$ cat config.mk
export PLATFORM = sky130hd
export DESIGN_NAME = phy_port_sequencer
export DESIGN_NICKNAME = d
export VERILOG_FILES = /design/src/rtl/phy_port_sequencer.sv
export SDC_FILE = /design/constraint.sdc
export NUM_CORES = 1
export LEC_CHECK = 0
export BUFFER_PORTS_ARGS = -buffer_cell sky130_fd_sc_hd__buf_2
export CELL_PAD_IN_SITES_DETAIL_PLACEMENT = 1
export CELL_PAD_IN_SITES_GLOBAL_PLACEMENT = 2
export CORE_AREA = 4 4 122 124
export DETAILED_ROUTE_END_ITERATION = 8
export DIE_AREA = 0 0 126 128
export GPL_TIMING_DRIVEN = 0
export PLACE_DENSITY = 0.67
export SETUP_SLACK_MARGIN = 0.05
export SYNTH_ARGS = -nofsm -noshare
export SYNTH_HDL_FRONTEND = slang
export SYNTH_SLANG_ARGS = --single-unit
$ cat constraint.sdc
create_clock -name clk -period 2.6 [get_ports clk]
set_input_delay 0.26 -clock clk [delete_from_list [all_inputs] [get_ports clk]]
set_output_delay 0.26 -clock clk [all_outputs]
set_load 0.1 [all_outputs]
$ cat src/rtl/phy_port_sequencer.sv
module phy_port_sequencer #(
  parameter int DW        = 16,
  parameter int POLL_GAP  = 25000,
  parameter int MAX_POLLS = 10
) (
  input  logic          clk,
  input  logic          rst_n,
  input  logic          cmd_valid,
  output logic          cmd_ready,
  input  logic [1:0]    cmd_op,
  input  logic [DW-1:0] cmd_data,
  output logic          rsp_done,
  output logic          rsp_timeout,
  output logic [DW-1:0] rsp_rdata,
  output logic [DW-1:0] phy_din,
  output logic          phy_cap_addr,
  output logic          phy_cap_data,
  output logic          phy_wr,
  output logic          phy_rd,
  input  logic          phy_ack,
  input  logic [DW-1:0] phy_dout
);
  localparam int GW = (POLL_GAP > 1) ? $clog2(POLL_GAP) : 1;
  localparam int PW = $clog2(MAX_POLLS + 1);
  localparam logic [1:0] S_CA = 2'd0, S_CD = 2'd1, S_WR = 2'd2, S_RD = 2'd3;

  typedef enum logic [1:0] {IDLE, SET, WAIT} st_t;
  st_t st;

  logic [3:0]    strb;
  logic [1:0]    sel;
  logic          lvl;
  logic [GW-1:0] gap;
  logic [PW-1:0] polls;

  wire check  = (st == WAIT) && (gap == '0);
  wire hit    = check && (phy_ack == lvl);
  wire last   = (polls == PW'(MAX_POLLS - 1));
  wire nowait = (sel == S_WR) && lvl && phy_din[0];

  assign cmd_ready = (st == IDLE) && !rsp_done && !rsp_timeout;
  assign {phy_rd, phy_wr, phy_cap_data, phy_cap_addr} = strb;

  always_ff @(posedge clk or negedge rst_n) begin
    if (!rst_n) begin
      st          <= IDLE;
      strb        <= '0;
      sel         <= S_CA;
      lvl         <= 1'b0;
      gap         <= '0;
      polls       <= '0;
      rsp_done    <= 1'b0;
      rsp_timeout <= 1'b0;
      rsp_rdata   <= '0;
      phy_din     <= '0;
    end else begin
      rsp_done    <= 1'b0;
      rsp_timeout <= 1'b0;
      case (st)
        IDLE: if (cmd_valid && cmd_ready) begin
          strb <= '0;
          lvl  <= 1'b1;
          case (cmd_op)
            2'd0: begin sel <= S_CA; phy_din <= cmd_data; st <= SET; end
            2'd1: begin sel <= S_CD; phy_din <= cmd_data; st <= SET; end
            2'd2: begin sel <= S_RD; st <= SET; end
            default: rsp_done <= 1'b1;
          endcase
        end
        SET: begin
          strb[sel] <= lvl;
          gap       <= '0;
          polls     <= '0;
          if (nowait) begin
            st       <= IDLE;
            rsp_done <= 1'b1;
          end else begin
            st <= WAIT;
          end
        end
        WAIT: begin
          if (gap != '0) begin
            gap <= gap - 1'b1;
          end else if (hit) begin
            if (sel == S_RD && lvl) rsp_rdata <= phy_dout;
            if (lvl) begin
              lvl <= 1'b0;
              st  <= SET;
            end else if (sel == S_CD) begin
              sel <= S_WR;
              lvl <= 1'b1;
              st  <= SET;
            end else begin
              st       <= IDLE;
              rsp_done <= 1'b1;
            end
          end else if (last) begin
            st          <= IDLE;
            rsp_timeout <= 1'b1;
          end else begin
            polls <= polls + 1'b1;
            gap   <= GW'(POLL_GAP - 1);
          end
        end
        default: st <= IDLE;
      endcase
    end
  end

  a_r10_one_strobe: assert property (@(posedge clk) disable iff (!rst_n)
    $onehot0({phy_rd, phy_wr, phy_cap_data, phy_cap_addr}));

  a_r10_single_edge: assert property (@(posedge clk) disable iff (!rst_n)
    1'b1 |=> ($countones(strb ^ $past(strb)) <= 1));

  a_r8_exclusive: assert property (@(posedge clk) disable iff (!rst_n)
    !(rsp_done && rsp_timeout));

  a_r8_ready_back: assert property (@(posedge clk) disable iff (!rst_n)
    (rsp_done || rsp_timeout) |=> cmd_ready);

  a_r3_din_hold: assert property (@(posedge clk) disable iff (!rst_n)
    (st != IDLE) |=> $stable(phy_din));

  a_r7_strobes_frozen: assert property (@(posedge clk) disable iff (!rst_n)
    rsp_timeout |=> $stable({phy_rd, phy_wr, phy_cap_data, phy_cap_addr}));
endmodule

==> impl_metrics.py <==
metrics = {
    "detailed_routing": {
        "firstDrtPassIters": 4,
        "wl_per_cell_um": 18.2,
        "routed_via_density": 4.95,
        "drt-initial-drc-count": 143,
        "antenna_left": 0,
        "drc": 0,
        "routed_wl_um": 10700,
        "vias": 2915,
    },
    "worst_setup_path": {
        "worstSetupStartpoint": "gap[0]$_DFFE_PN0P_",
        "crit_required_ns": 2.82,
        "endpoint": "gap[1]$_DFFE_PN0P_",
        "r2r-end": "gap[1]$_DFFE_PN0P_",
        "rr_worst_depth": 6,
        "ff2ff_setup_slack_ns": 0.12,
        "cp.arrival_ns": 2.69,
        "slowest_delay_ns": 0.54,
        "crit_path_end_kind": "flop",
        "crit_type": "reg2reg",
        "r2r_start": "gap[0]$_DFFE_PN0P_",
        "crit_fanout": 7,
        "cp-start-kind": "flop",
        "crit_chain": "inv_1 -> ha_1 -> or4b_4 -> nor4_4 -> a31oi_2 -> mux2_4",
        "critPathSlowestCell": "or4b_4",
    },
    "synth": {
        "synth_top_area_frac": 0.458,
        "ys_seq_area_frac": 0.458,
        "yosys_warnings": 0,
        "synth_area_um2": 3390,
        "synth.area.top_cells": "dfrtp_1, mux2_2, ha_1",
        "syn_area_per_cell_um2": 10.8,
        "yosysTopAreaCell": "dfrtp_1",
        "synth_nets": 362,
        "synth_flop_cell": "dfrtp_1",
        "synth_seq_cells": 62,
        "synth_cell_types": 61,
        "async_flop_share": 1.00,
        "syn_inst": 313,
        "synth_edf_count": 0,
    },
    "layout": {
        "fill_cells": 1611,
        "final_common_cell": "buf_2",
        "nets": 453,
        "drive_above_1_share": 0.369,
        "final_cells": 589,
        "area_growth_pct": 28.9,
        "layout_common_cells": "buf_2, dfrtp_1, mux2_2",
        "antenna_cells": 0,
    },
    "timing": {
        "max_slew_margin": 0.432,
        "fin_crit_ns": 2.48,
        "slew_viol_final": 0,
        "hold_viol": 0,
        "min_period_over_period": 0.952,
        "worstMarginPinSlew_ns": 0.852,
        "setup_viol_count_final": 0,
        "fmax_mhz": 404,
        "grt_setup_unrepaired": "no",
        "finClkSkew_ns": 0.00450,
        "worst_slack_ns": 0.124,
    },
    "floorplanning": {
        "die-area_um2": 16100,
        "die_h_um": 128,
        "start_util": 0.246,
        "rows": 43,
        "die_x_um": 126,
        "ios": 77,
        "fp.coreArea_um2": 13800,
    },
    "global_routing": {
        "grt_overflow": 0,
        "grt_antenna_before_repair": 0,
        "grt_max_degree": 63,
        "grt_pass1_vias": 3165,
        "groute.usage.overall": 0.135,
        "grt_pass1_wl_um": 17300,
    },
    "placement": {
        "dp.cells": 569,
        "gp_congestion": 0.780,
        "dp_hpwl_um": 7820,
        "port_buffers": 76,
        "post-place-ws_ns": -0.0395,
    },
    "clocking": {
        "insertion_delay_ns": 0.34,
        "cts.sinks": 62,
        "path_clk_slew_ns": 0.05,
        "root_buffer": "clkbuf_16",
        "cts-buffers-inserted": 9,
        "hold_buffers": 0,
        "cts_tree": "built",
        "clockBufferDepth": 2,
        "htreeDepth": 3,
    },
    "min_path": {
        "hp-class": "in2async",
    },
    "outcome": {
        "status": "complete, no violations",
    },
    "run": {
        "maxCapViolations": 0,
    },
}
worst min path at each step:
stage	to	depth (start not counted)
3_3_place_gp	rsp_rdata[10]$_DFFE_PN0P_	1
6_report	strb[2]$_DFFE_PN0P_	1
4_1_cts	rsp_rdata[10]$_DFFE_PN0P_	1
2_1_floorplan	gap[0]$_DFFE_PN0P_	0
3_5_place_dp	rsp_rdata[12]$_DFFE_PN0P_	1
5_1_grt	rsp_rdata[12]$_DFFE_PN0P_	1
layer usage:
| layer | GRT usage | share of wire | wire [µm] |
|---|---|---|---|
| met5 | 0 | 0 | 0 |
| met4 | 0.0593 | 0.026 | 275 |
| met3 | 0.0221 | 0.021 | 226 |
| met2 | 0.232 | 0.52 | 5610 |
| met1 | 0.168 | 0.43 | 4610 |
what timing repair did:
item / in CTS / in global routing
cloned: 0 / 0
resized for setup: 3 / 3
pin swaps: 2 / 2
endpoints found under the setup margin: 25 / 18
setup buffers: 1 / 3
worst max-delay path, delay by kind of cell, from the launching register on:
family                   cells  cell delay, ns
AND/OR/NAND/NOR              2            0.92
flip-flops                   1            0.40
multiplexers                 1            0.36
adder cells (fa/ha/maj)      1            0.32
AO/OA/AOI/OAI                1            0.25
buffers and inverters        1            0.10
per-stage QoR:
stage / cell area, µm² / hold WS [ns] / setup TNS [ns] / utilization
floorplan: 3390 / -0.0356 / 0 / -
global placement: 4000 / 0.475 / -0.342 / 0.290
detailed placement: 4000 / 0.424 / -0.330 / 0.291
CTS: 4340 / 0.0678 / 0 / 0.315
global route: 4370 / 0.0989 / 0 / 0.317
finish: 4370 / 0.0316 / 0 / 0.317
cell families (layout without fill, tap and decap cells):
family,after synthesis,count (layout),synth area share
compound gates,66,66,0.140
buf+inv,33,129,0.0399
simple gates,98,98,0.182
xor+xnor,1,1,0.00258
mux,42,42,0.137
flops,62,62,0.458
fa+ha+maj,11,11,0.0406
registers in the layout, summed over array words and instances, names as in the netlist:
name	count
gap	15
lvl	1
phy_din	16
polls	4
rsp_done	1
rsp_rdata	16
rsp_timeout	1
sel	2
st	2
strb	4
synth_stat cells (9+ instances only):
cell / n
a21oi_1: 10
clkbuf_1: 13
dfrtp_1: 62
ha_1: 11
inv_1: 15
mux2_2: 31
mux2i_1: 9
nand2_1: 19
nor2_1: 15
nor3_1: 10
o21ai_0: 12
layout make-up:
class	instances	area [µm²]	share of cell area
plain buffers	18	81.3	0.0186
clock inverters	5	82.6	0.0189
well taps	180	225	0.0515
multi-input cells	218	1720	0.393
flip-flops and latches	62	1550	0.355
clock buffers	11	243	0.0555
inverters	15	56.3	0.0129
repair buffers	80	413	0.0945
Power is not shown: default switching activity piles up to over one toggle a cycle in this logic, so the estimate is an artifact.
